File: src/rtl/pack_pkg.sv
package pack_pkg;
  localparam int NUM_CONV = 3;
  localparam int SEL_W    = 2;

  typedef enum logic [1:0] {
    MODE_OFF  = 2'b00,
    MODE_HALF = 2'b01,
    MODE_PAIR = 2'b10,
    MODE_BYTE = 2'b11
  } accMode_e;

  // strobes from control to datapath
  typedef struct packed {
    logic                flush;
    logic                load;
    logic [NUM_CONV-1:0] popMask;
    logic [SEL_W-1:0]    hiSel;
    logic [SEL_W-1:0]    loSel;
  } ctrlStrobes_t;
endpackage

File: src/rtl/pack_slot.sv
// Two-entry result queue for one converter.
module pack_slot #(
  parameter int DATA_W = 16,
  parameter int DEPTH  = 2
) (
  input  logic              clk,
  input  logic              rstN,
  input  logic              flush,
  input  logic              push,
  input  logic [DATA_W-1:0] pushData,
  input  logic              pop,
  output logic              avail,
  output logic [DATA_W-1:0] headData
);
  localparam int CNT_W = $clog2(DEPTH + 1);

  logic [DATA_W-1:0] entry [DEPTH];
  logic [CNT_W-1:0]  cnt;
  logic [CNT_W-1:0]  cntAfterPop;
  logic              doPop;
  logic              doPush;

  assign avail    = (cnt != '0);
  assign headData = entry[0];
  assign doPop    = pop && avail;
  assign cntAfterPop = cnt - CNT_W'(doPop);
  assign doPush   = push && (cntAfterPop < CNT_W'(DEPTH));

  always_ff @(posedge clk or negedge rstN) begin
    if (!rstN) begin
      cnt <= '0;
      for (int i = 0; i < DEPTH; i++) entry[i] <= '0;
    end else if (flush) begin
      cnt <= '0;
    end else begin
      if (doPop) begin
        for (int i = 0; i < DEPTH - 1; i++) entry[i] <= entry[i+1];
      end
      if (doPush) begin
        for (int i = 0; i < DEPTH; i++) begin
          if (CNT_W'(i) == cntAfterPop) entry[i] <= pushData;
        end
      end
      cnt <= cntAfterPop + CNT_W'(doPush);
    end
  end
endmodule

File: src/rtl/pack_ctrl.sv
// Step sequencer: picks which converters feed the next word.
module pack_ctrl
  import pack_pkg::*;
(
  input  logic                clk,
  input  logic                rstN,
  input  logic [1:0]          accessMode,
  input  logic                tripleEn,
  input  logic [NUM_CONV-1:0] avail,
  input  logic                outValid,
  input  logic                outReady,
  output ctrlStrobes_t        ctl,
  output logic                overrun
);
  accMode_e            mode;
  logic [1:0]          step;
  logic [1:0]          lastStep;
  logic [SEL_W-1:0]    hiSel;
  logic [SEL_W-1:0]    loSel;
  logic [NUM_CONV-1:0] need;
  logic                fire;
  logic                dropWord;

  assign mode = accMode_e'(accessMode);

  always_comb begin
    hiSel = 2'd0;
    loSel = 2'd0;
    if (mode == MODE_HALF) begin
      lastStep = tripleEn ? 2'd2 : 2'd1;
      hiSel    = step;
      loSel    = step;
    end else begin
      lastStep = tripleEn ? 2'd2 : 2'd0;
      // pair rotation (zero-based): (1,0) (0,2) (2,1)
      case (step)
        2'd1:    begin hiSel = 2'd0; loSel = 2'd2; end
        2'd2:    begin hiSel = 2'd2; loSel = 2'd1; end
        default: begin hiSel = 2'd1; loSel = 2'd0; end
      endcase
    end
    need     = (NUM_CONV'(1) << hiSel) | (NUM_CONV'(1) << loSel);
    fire     = (mode != MODE_OFF) && ((avail & need) == need);
    dropWord = fire && outValid && !outReady;

    ctl.flush   = (mode == MODE_OFF);
    ctl.load    = fire && !dropWord;
    ctl.popMask = fire ? need : '0;
    ctl.hiSel   = hiSel;
    ctl.loSel   = loSel;
  end

  always_ff @(posedge clk or negedge rstN) begin
    if (!rstN) begin
      step    <= 2'd0;
      overrun <= 1'b0;
    end else begin
      if (ctl.flush)  step <= 2'd0;
      else if (fire)  step <= (step >= lastStep) ? 2'd0 : step + 2'd1;
      if (dropWord)   overrun <= 1'b1;
    end
  end
endmodule

File: src/rtl/pack_datapath.sv
// Per-converter queues, word formatting and the output register.
module pack_datapath
  import pack_pkg::*;
#(
  parameter int DATA_W = 16,
  parameter int WORD_W = 2 * DATA_W
) (
  input  logic                       clk,
  input  logic                       rstN,
  input  logic [1:0]                 accessMode,
  input  logic                       tripleEn,
  input  logic [NUM_CONV-1:0]        resValid,
  input  logic [NUM_CONV*DATA_W-1:0] resData,
  input  ctrlStrobes_t               ctl,
  input  logic                       outReady,
  output logic [NUM_CONV-1:0]        avail,
  output logic [WORD_W-1:0]          outData,
  output logic                       outValid
);
  localparam int BYTE_W = DATA_W / 2;

  logic [DATA_W-1:0] heads [4];
  logic [DATA_W-1:0] hiData;
  logic [DATA_W-1:0] loData;
  logic [WORD_W-1:0] word;

  for (genvar g = 0; g < NUM_CONV; g++) begin : gSlot
    logic convEn;
    assign convEn = (g < 2) || tripleEn;
    pack_slot #(.DATA_W(DATA_W)) uSlot (
      .clk     (clk),
      .rstN    (rstN),
      .flush   (ctl.flush),
      .push    (resValid[g] && convEn && !ctl.flush),
      .pushData(resData[g*DATA_W +: DATA_W]),
      .pop     (ctl.popMask[g]),
      .avail   (avail[g]),
      .headData(heads[g])
    );
  end
  assign heads[3] = '0;

  assign hiData = heads[ctl.hiSel];
  assign loData = heads[ctl.loSel];

  always_comb begin
    case (accMode_e'(accessMode))
      MODE_PAIR: word = {hiData, loData};
      MODE_BYTE: word = {{(WORD_W-2*BYTE_W){1'b0}}, hiData[BYTE_W-1:0], loData[BYTE_W-1:0]};
      default:   word = {{(WORD_W-DATA_W){1'b0}}, loData};
    endcase
  end

  always_ff @(posedge clk or negedge rstN) begin
    if (!rstN) begin
      outValid <= 1'b0;
      outData  <= '0;
    end else if (ctl.load) begin
      outValid <= 1'b1;
      outData  <= word;
    end else if (outReady) begin
      outValid <= 1'b0;
    end
  end
endmodule

File: src/rtl/dma_result_packer.sv
module dma_result_packer
  import pack_pkg::*;
#(
  parameter int DATA_W = 16,
  localparam int WORD_W = 2 * DATA_W
) (
  input  logic                       clk,
  input  logic                       rstN,
  input  logic [1:0]                 accessMode,
  input  logic                       tripleEn,
  input  logic [NUM_CONV-1:0]        resValid,
  input  logic [NUM_CONV*DATA_W-1:0] resData,
  output logic [WORD_W-1:0]          outData,
  output logic                       outValid,
  input  logic                       outReady,
  output logic                       overrun
);
  ctrlStrobes_t        ctl;
  logic [NUM_CONV-1:0] avail;

  pack_ctrl uCtrl (
    .clk(clk), .rstN(rstN), .accessMode(accessMode), .tripleEn(tripleEn),
    .avail(avail), .outValid(outValid), .outReady(outReady),
    .ctl(ctl), .overrun(overrun)
  );

  pack_datapath #(.DATA_W(DATA_W)) uData (
    .clk(clk), .rstN(rstN), .accessMode(accessMode), .tripleEn(tripleEn),
    .resValid(resValid), .resData(resData), .ctl(ctl), .outReady(outReady),
    .avail(avail), .outData(outData), .outValid(outValid)
  );
endmodule

File: config.mk
export PLATFORM = sky130hd
export DESIGN_NAME = dma_result_packer
export DESIGN_NICKNAME = d
export VERILOG_FILES = /design/src/rtl/pack_pkg.sv /design/src/rtl/pack_slot.sv /design/src/rtl/pack_ctrl.sv /design/src/rtl/pack_datapath.sv /design/src/rtl/dma_result_packer.sv
export SDC_FILE = /design/constraint.sdc
export NUM_CORES = 1
export LEC_CHECK = 0
export BUFFER_PORTS_ARGS = -buffer_cell sky130_fd_sc_hd__buf_4
export CORE_ASPECT_RATIO = 0.7
export CORE_MARGIN = 5
export CORE_UTILIZATION = 60
export CTS_CLUSTER_DIAMETER = 50
export DETAILED_ROUTE_END_ITERATION = 10
export PLACE_DENSITY = 0.8
export SYNTH_ARGS = -nofsm -noshare
export SYNTH_HDL_FRONTEND = slang
export SYNTH_HIERARCHICAL = 1
export SYNTH_SLANG_ARGS = --single-unit
File: constraint.sdc
create_clock -name clk -period 9.4 [get_ports clk]
set_clock_uncertainty 0.2 [all_clocks]
set_input_delay 1.88 -clock clk [delete_from_list [all_inputs] [get_ports clk]]
set_output_delay 1.88 -clock clk [all_outputs]
set_load 0.05 [all_outputs]
==> metrics.cfg, run 1 <==
[floorplanning]
core_area_um2=12400
initial_utilization=0.611
die_area_um2=15000
fp-row-count=34
die_h_um=104
ioPinCount=91
die_w_um=144

[timing]
fin_crit_sh=0.552
timing.hold.ws_ns=0.301
setup_tns_ns=0
relSlewSlack=0.212
finalSetupViolations=0
tightest_slew_ns=1.18
finalWorstSetupSlack_ns=4.21
rsz0062_at_grt=no
period_minus_slack_ns=5.19
fmax_mhz=193
hold_viol=0
slew_viol_final=0

[pwr]
powerDensity_nw_per_um2=393
p_leak_nw=3.84
vdd_ir_drop_max_mv=0.264

[route]
viasPerCell=6.11
num_vias=5281
drt-initial-drc-count=527
first_pass_iters=5
ant_nets=0
wl_mm=18.5
remaining_drc_errors=0
wl_per_cell_um=21.3

[global_routing]
antenna_found_initial=0
grt_pass1_vias=5465
grt_pass1_wl_mm=29.6
grt.total_usage=0.253
gr-total-overflow=0
grt_max_degree=74

[job]
maxCapViolCount=0

[placement]
io_buffers=90
hpwl_mm=12.9
post-place-ws_ns=3.81
gp_congestion=0.932

[hold_path]
min_from=uData/gSlot[0].uSlot/entry[8]$_DFFE_PN0P_
holdPathEnd=uData/gSlot[0].uSlot/headData[8]$_DFFE_PN0N_
hold_depth=1
hold_class=reg -> reg

[status]
outcome=finished, final reports clean

[final_layout]
area_growth_pct=10.9
drive_above_1_share=0.330
diodes=0
final_nets=758
layout_common_cells=138 x dfrtp_1, 92 x buf_4, 86 x inv_1
final_common_cell=dfrtp_1

[logic_synthesis]
yosysWarningCount=6
ys_seq_area_frac=0.457
synth_edf_count=0
ys_ff_latch=138
async_flop_share=1.00
synthDistinctLibCells=47
synth_nets=730
avgSynthCellArea_um2=11.4
synthCells=662
syn-cell-area_um2=7560
yosys_most_used_dff=dfrtp_1

[worst_setup_path]
timing.rr.start=uCtrl/step[0]$_DFFE_PN0P_
required_ns=9.49
r2r-end=uData/gSlot[2].uSlot/entry[13]$_DFFE_PN0P_
start_kind=primary input
rr_worst_depth=11
end_kind=register
path_class=in -> reg
critPathMaxFanout=21
r2r_setup_slack_ns=4.88
arrival_ns=5.28

[clock_tree]
clock-sinks=138
cts_setup_buffers=0
h-tree-depth=4
clk_transition_reported_paths_ns=0.06
cts_hold_buf=0
cts_buffers=17
root_buffer=clkbuf_16
cts_tree=done
clk_latency_ns=0.42
cts_resized=0
cts_buffer_depth=2

-- worst max-delay path, cell delays in order --
cell      delay (ns)
buf_4           0.16
and4bb_4        0.22
a311oi_4        0.35
o221ai_2        0.21
nor3_1          0.29
o21a_1          0.28
ha_1            0.23
xor2_2          0.32
nor4_4          0.90
mux2_2          0.42
-- stage by stage --
stage | utilization | power, mW | instance area, um2 | std cells
2_1_floorplan | - | 2.37 | 7560 | 662
3_3_place_gp | 0.631 | 2.55 | 7810 | 833
3_5_place_dp | 0.631 | 2.61 | 7810 | 833
4_1_cts | 0.677 | 3.29 | 8380 | 865
5_1_grt | 0.677 | 3.46 | 8380 | 865
6_report | 0.677 | 3.30 | 8380 | 865
-- metal layers --
layer  vias to the layer above  global-route usage  wire length [um]
met3                        36              0.0795              1640
li1                       2383                   -                 -
met4                         0              0.0812               419
met5                         -                   0                 0
met2                       237               0.375              8560
met1                      2625               0.355              7850
-- worst max path at each step --
stage	slack, ns	endpoint	from
6_report	4.21	uData/gSlot[2].uSlot/entry[13]$_DFFE_PN0P_	accessMode[0]
4_1_cts	4.22	uData/gSlot[2].uSlot/entry[13]$_DFFE_PN0P_	accessMode[0]
3_5_place_dp	3.81	uData/gSlot[2].uSlot/entry[8]$_DFFE_PN0P_	accessMode[0]
5_1_grt	4.01	uData/gSlot[0].uSlot/entry[8]$_DFFE_PN0P_	accessMode[0]
3_3_place_gp	3.90	uData/gSlot[2].uSlot/entry[5]$_DFFE_PN0P_	accessMode[0]
2_1_floorplan	4.83	uData/gSlot[1].uSlot/entry[10]$_DFFE_PN0P_	accessMode[0]
-- state kept, by name, indices dropped and copies added, names as in the netlist --
name                        cells
uData/gSlot.uSlot/entry        48
uData/gSlot.uSlot/cnt           6
uCtrl/overrun                   1
uCtrl/step                      2
uData/gSlot.uSlot/headData     48
uData/outData                  32
uData/outValid                  1
-- layout make-up --
cell class              instances  area, um2
clock inverters                14        138
fillers                       903       4000
clock buffers                  18        439
flip-flops and latches        138       3450
well taps                     162        203
inverters                      89        334
multi-input cells             351       3110
repair buffers                 93        702
-- power by group --
part	total, mW	switching, mW	internal (mW)	leakage, nW
registers	1.13	0.250	0.881	1.71
logic	1.52	0.881	0.636	1.86
clock network	0.647	0.271	0.376	0.267
-- cell families after synthesis --
kind of cell | after synthesis | share of synthesized area
buffers and inverters | 173 | 0.132
DFF | 138 | 0.457
AOI/OAI and AO/OA | 132 | 0.175
and+or+nand+nor | 120 | 0.0920
muxes | 82 | 0.117
adders and majority gates | 11 | 0.0182
xor gates and xnor gates | 6 | 0.00993
-- Yosys cell counts, drive strengths merged, types with 5 or more instances --
cell type,instances,area share
a211oi,9,0.014
a21oi,8,0.0053
a221o,48,0.067
a2bb2oi,26,0.037
buf,75,0.083
clkbuf,9,0.0045
dfrtp,138,0.46
ha,11,0.018
inv,89,0.044
mux2,48,0.072
mux2i,34,0.045
nand2,12,0.0060
nand2b,5,0.0061
nand3b,6,0.0074
nor2,26,0.013
nor2b,8,0.0076
nor3,51,0.034
o221a,8,0.012
o22ai,16,0.013
or2,5,0.0041
(Power assumes the default switching activity.)
==> run 2: changes to the inputs <==
--- a/config.mk
+++ b/config.mk
@@ -8,10 +8,10 @@
 export BUFFER_PORTS_ARGS = -buffer_cell sky130_fd_sc_hd__buf_4
 export CORE_ASPECT_RATIO = 0.7
 export CORE_MARGIN = 5
-export CORE_UTILIZATION = 60
+export CORE_UTILIZATION = 53
 export CTS_CLUSTER_DIAMETER = 50
 export DETAILED_ROUTE_END_ITERATION = 10
-export PLACE_DENSITY = 0.8
+export PLACE_DENSITY = 0.75
 export SYNTH_ARGS = -nofsm -noshare
 export SYNTH_HDL_FRONTEND = slang
 export SYNTH_HIERARCHICAL = 1
==> constraint.sdc (replaced) <==
create_clock -name clk -period 4.7 [get_ports clk]
set_clock_uncertainty 0.2 [all_clocks]
set_input_delay 0.94 -clock clk [delete_from_list [all_inputs] [get_ports clk]]
set_output_delay 0.94 -clock clk [all_outputs]
set_load 0.05 [all_outputs]
==> run 2 against run 1 <==
Effect of this change:
- die area is 12% higher
- sequential share of layout area is 0.85 points lower
- non-clock buffer count is 7 higher
- utilization is 6.4 points lower
- routed wire length is 0.96% lower
- largest power group unchanged
- hold slack worse by 0.0023 ns
- critical endpoint is now uData/gSlot[0].uSlot/headData[8]$_DFFE_PN0N_
- cell area is 2.1% higher
- critical path depth is 2 higher
==> metrics.cfg, run 2 (same netlist as run 1, synthesis figures left out) <==
[floorplanning]
ioPinCount=91
die_w_um=153
fp-row-count=36
die_h_um=110
die_area_um2=16800
core_area_um2=14000
initial_utilization=0.541

[global_routing]
antenna_found_initial=0
use_met1=0.310
grt_max_degree=92
gr-usage-met3=0.0661
met2_usage=0.343
grt_pass1_vias=5297
gr-total-overflow=0
top_usage_layer=met2
grt.total_usage=0.224
grt_pass1_wl_mm=29.3

[pwr]
p_leak_nw=3.93
vdd_ir_drop_max_mv=0.348
powerDensity_nw_per_um2=793

[worst_setup_path]
crit_path_cell_trace=inv_1, ha_1, or2_2, a31oi_1, nor2_1, nor3_1, o21a_1, ha_1, xor2_2, buf_4, a2bb2oi_4, a221o_1
timing.rr.start=uCtrl/step[0]$_DFFE_PN0P_
arrival_ns=4.26
critPathTopFamily=compound AO/OA/AOI/OAI gates
critPathMaxFanout=17
end_kind=register
worst_path_largest_cell_delay_ns=0.44
path_class=reg -> reg
slowest_stage=dfrtp_1
required_ns=4.84
r2r-end=uData/gSlot[0].uSlot/headData[8]$_DFFE_PN0N_
rr_worst_depth=12
path_common_cell=ha_1
path_buf_inv=2
r2r_setup_slack_ns=0.58
start_kind=register

[timing]
fin_crit_sh=0.876
fmax_mhz=243
finalWorstSetupSlack_ns=0.583
finalSetupViolations=0
slew_viol_final=0
setup_tns_ns=0
period_minus_slack_ns=4.12
tightest_slew_ns=1.08
rsz0062_at_grt=no
timing.hold.ws_ns=0.299
relSlewSlack=0.277
hold_viol=0

[hold_path]
min_from=uData/outValid$_DFFE_PN0P_
hold_class=reg -> reg
holdPathEnd=uData/outValid$_DFFE_PN0P_
hold_depth=1

[clock_tree]
root_buffer=clkbuf_16
clk_transition_reported_paths_ns=0.06
clock-sinks=138
clk_latency_ns=0.41
cts_buffer_depth=2
cts_hold_buf=0
h-tree-depth=4
cts_buffers=17
cts_resized=0
cts_setup_buffers=0
cts_tree=done

[final_layout]
fill_cells=1082
design_area_um2=8560
fin_cells=900
drive_above_1_share=0.337
final_nets=765
diodes=0
regArea_um2=3450
area_growth_pct=13.2
final_common_cell=dfrtp_1
layout_common_cells=138 x dfrtp_1, 99 x buf_4, 86 x inv_1
multi_input_area_um2=3110

[placement]
placed_cell_area_um2=7890
post-place-ws_ns=0.350
hpwl_mm=13.0
place_inst=868
gp_congestion=0.855
io_buffers=90

[route]
wl_mm=18.3
wl_per_cell_um=20.3
ant_nets=0
remaining_drc_errors=0
first_pass_iters=5
drt-initial-drc-count=378
viasPerCell=5.83
num_vias=5249

[job]
maxCapViolCount=0

[status]
outcome=finished, final reports clean

[run 2: cell types whose count changed in the layout (fill, tap and decap cells not counted), sizes merged]
cell,change
clkinvlp,-5
buf,+7
clkinv,+1
inv,-1
bufinv,+4
clkbuf,+1
[run 2: power breakdown]
part | total (mW) | leakage, nW | internal (mW) | switching, mW
sequential | 2.25 | 1.71 | 1.76 | 0.493
clock | 1.49 | 0.329 | 0.977 | 0.514
combinational | 3.05 | 1.90 | 1.29 | 1.75
total | 6.79 | 3.93 | 4.03 | 2.76
[run 2: layout make-up]
class / count / share of cell area
flip-flops and latches: 138 / 0.403
multi-input cells: 351 / 0.364
repair buffers: 100 / 0.0881
clock buffers: 19 / 0.0529
inverters: 89 / 0.0390
well taps: 190 / 0.0278
clock inverters: 13 / 0.0249
[run 2: per-layer routing]
layer,vias up,wire length (um)
li1,2395,-
met1,2610,8210
met2,219,8230
met3,25,1490
met4,0,354
met5,-,0
[run 2: metrics by stage]
stage / utilization / total power, mW
2_1_floorplan: - / 4.74
3_3_place_gp: 0.565 / 5.13
3_5_place_dp: 0.565 / 5.26
6_report: 0.613 / 6.79
4_1_cts: 0.613 / 6.79
5_1_grt: 0.613 / 7.15
[run 2: worst max path at each step]
stage / from / endpoint / slack (ns) / cells after the start
CTS: uCtrl/step[0]$_DFFE_PN0P_ / uData/gSlot[0].uSlot/headData[8]$_DFFE_PN0N_ / 0.62 / 12
finish: uCtrl/step[0]$_DFFE_PN0P_ / uData/gSlot[0].uSlot/headData[8]$_DFFE_PN0N_ / 0.58 / 12
global placement: accessMode[0] / uData/gSlot[1].uSlot/entry[7]$_DFFE_PN0P_ / 0.44 / 9
floorplan: accessMode[0] / uData/gSlot[1].uSlot/entry[10]$_DFFE_PN0P_ / 1.07 / 9
global route: uCtrl/step[0]$_DFFE_PN0P_ / uData/gSlot[0].uSlot/headData[8]$_DFFE_PN0N_ / 0.28 / 12
detailed placement: accessMode[0] / uData/gSlot[1].uSlot/entry[10]$_DFFE_PN0P_ / 0.35 / 9
==> run 3: changes to the inputs <==
--- a/config.mk
+++ b/config.mk
@@ -8,10 +8,10 @@
 export BUFFER_PORTS_ARGS = -buffer_cell sky130_fd_sc_hd__buf_4
 export CORE_ASPECT_RATIO = 0.7
 export CORE_MARGIN = 5
-export CORE_UTILIZATION = 53
+export CORE_UTILIZATION = 49
 export CTS_CLUSTER_DIAMETER = 50
 export DETAILED_ROUTE_END_ITERATION = 10
-export PLACE_DENSITY = 0.75
+export PLACE_DENSITY = 0.7
 export SYNTH_ARGS = -nofsm -noshare
 export SYNTH_HDL_FRONTEND = slang
 export SYNTH_HIERARCHICAL = 1
==> run 3 against run 2 <==
Effect of this change:
- worst setup slack better by 0.037 ns
- utilization down 6.0 points
- clock-buffer cell count up 1
- die area up 7.5%
- non-clock buffer count up 1
- critical path depth unchanged
- critical path type unchanged
==> metrics.cfg, run 3 (same netlist as run 1, synthesis figures left out) <==
[hold_path]
hold_class=reg -> reg

[worst_setup_path]
worst_path_largest_cell_delay_ns=0.45
required_ns=4.85
slowest_stage=dfrtp_1
arrival_ns=4.23
path_buf_inv=2
start_kind=register
path_common_cell=ha_1
end_kind=register
critPathTopFamily=compound AO/OA/AOI/OAI gates
crit_path_cell_trace=inv_1, ha_1, or2_2, a31oi_1, nor2_1, nor3_1, o21a_1, ha_1, xor2_2, buf_4, a2bb2oi_4, a221o_1
path_class=reg -> reg
critPathMaxFanout=17
r2r_setup_slack_ns=0.62

[final_layout]
fin_cells=910
fill_cells=1295
diodes=0
design_area_um2=8470
drive_above_1_share=0.335
layout_common_cells=138 x dfrtp_1, 100 x buf_4, 86 x inv_1
area_growth_pct=12.0
final_common_cell=dfrtp_1
final_nets=766

[timing]
slew_viol_final=0
fin_crit_sh=0.868
tightest_slew_ns=1.06
relSlewSlack=0.286
setup_tns_ns=0
timing.hold.ws_ns=0.307
fmax_mhz=245
finalSetupViolations=0
hold_viol=0
period_minus_slack_ns=4.08
rsz0062_at_grt=no

[global_routing]
antenna_found_initial=0
grt_pass1_vias=5185
met2_usage=0.296
grt_pass1_wl_mm=28.9
gr-total-overflow=0
grt.total_usage=0.208
top_usage_layer=met1
grt_max_degree=99
gr-usage-met3=0.0576
use_met1=0.314

[pwr]
p_sw_frac=0.418
power.switching_mw=2.73
p_comb_frac=0.463
vdd_ir_drop_max_mv=0.361
pwr-share-seq=0.345
finalPower_mw=6.55
p_leak_nw=3.89
p_int_mw=3.81
powerDensity_nw_per_um2=773
clkPwrFrac=0.192

[status]
outcome=finished, final reports clean

[route]
drt-initial-drc-count=372
wl_mm=18.2
num_vias=5228
wl_per_cell_um=20.0
first_pass_iters=4
ant_nets=0
remaining_drc_errors=0
viasPerCell=5.75

[clock_tree]
clk_transition_reported_paths_ns=0.06
cts_setup_buffers=0
h-tree-depth=4
cts_buffers=17
cts_resized=0
cts_tree=done
root_buffer=clkbuf_16
clock-sinks=138
clk_latency_ns=0.42
cts_buffer_depth=2
cts_hold_buf=0

[placement]
gp_congestion=0.860
hpwl_mm=13.1
place_inst=879
placed_cell_area_um2=7910
io_buffers=90

[floorplanning]
die_w_um=158
fp-row-count=38
die_area_um2=18000
die_h_um=114
core_area_um2=15300
ioPinCount=91
initial_utilization=0.494

[job]
maxCapViolCount=0

==> run 3: metrics by stage <==
| step | setup slack, ns | util |
|---|---|---|
| 2_1_floorplan | 1.07 | - |
| 3_3_place_gp | 0.440 | 0.517 |
| 3_5_place_dp | 0.290 | 0.517 |
| 4_1_cts | 0.658 | 0.553 |
| 5_1_grt | 0.371 | 0.553 |
| 6_report | 0.620 | 0.553 |
==> run 3: worst reg2reg max path, cell delays in order, from the launching register on <==
cell       delay (ns)
dfrtp_1          0.45
inv_1            0.13
ha_1             0.34
or2_2            0.30
a31oi_1          0.38
nor2_1           0.16
nor3_1           0.22
o21a_1           0.27
ha_1             0.23
xor2_2           0.35
buf_4            0.32
a2bb2oi_4        0.42
a221o_1          0.24
==> run 3: metal layers <==
layer | vias up | wire length (um)
met5 | - | 0
met4 | 0 | 253
met3 | 17 | 1200
met2 | 167 | 8070
met1 | 2646 | 8700
li1 | 2398 | -
==> run 3: path summary, 6_finish.rpt <==
path	cells past startpoint	to	startpoint
worst max-delay path	12	uData/gSlot[2].uSlot/headData[11]$_DFFE_PN0N_	uCtrl/step[0]$_DFFE_PN0P_
worst min-delay path	1	uData/gSlot[0].uSlot/headData[11]$_DFFE_PN0N_	uData/gSlot[0].uSlot/entry[11]$_DFFE_PN0P_
worst max register to register	12	uData/gSlot[2].uSlot/headData[11]$_DFFE_PN0N_	uCtrl/step[0]$_DFFE_PN0P_
worst min register to register	1	uData/gSlot[0].uSlot/headData[11]$_DFFE_PN0N_	uData/gSlot[0].uSlot/entry[11]$_DFFE_PN0P_
max in group asynchronous	2	uData/gSlot[2].uSlot/entry[1]$_DFFE_PN0P_	rstN
min in group asynchronous	1	uData/outData[25]$_DFFE_PN0P_	rstN
==> run 3: layout make-up <==
type	count	area, um2	area share
clock inverter	11	97.6	0.0115
inverter	89	334	0.0395
multi-input combinational	351	3110	0.368
tap	200	250	0.0296
clock buffer	20	457	0.0539
sequential	138	3450	0.408
timing repair buffer	101	762	0.0900
==> run 3: power by group through the flow <==
stage / combinational [mW] / clock, mW / sequential [mW]
floorplan: 2.28 / 0 / 2.46
global placement: 2.92 / 0 / 2.23
detailed placement: 3.00 / 0 / 2.26
CTS: 3.02 / 1.28 / 2.25
global route: 3.24 / 1.34 / 2.32
finish: 3.03 / 1.26 / 2.26
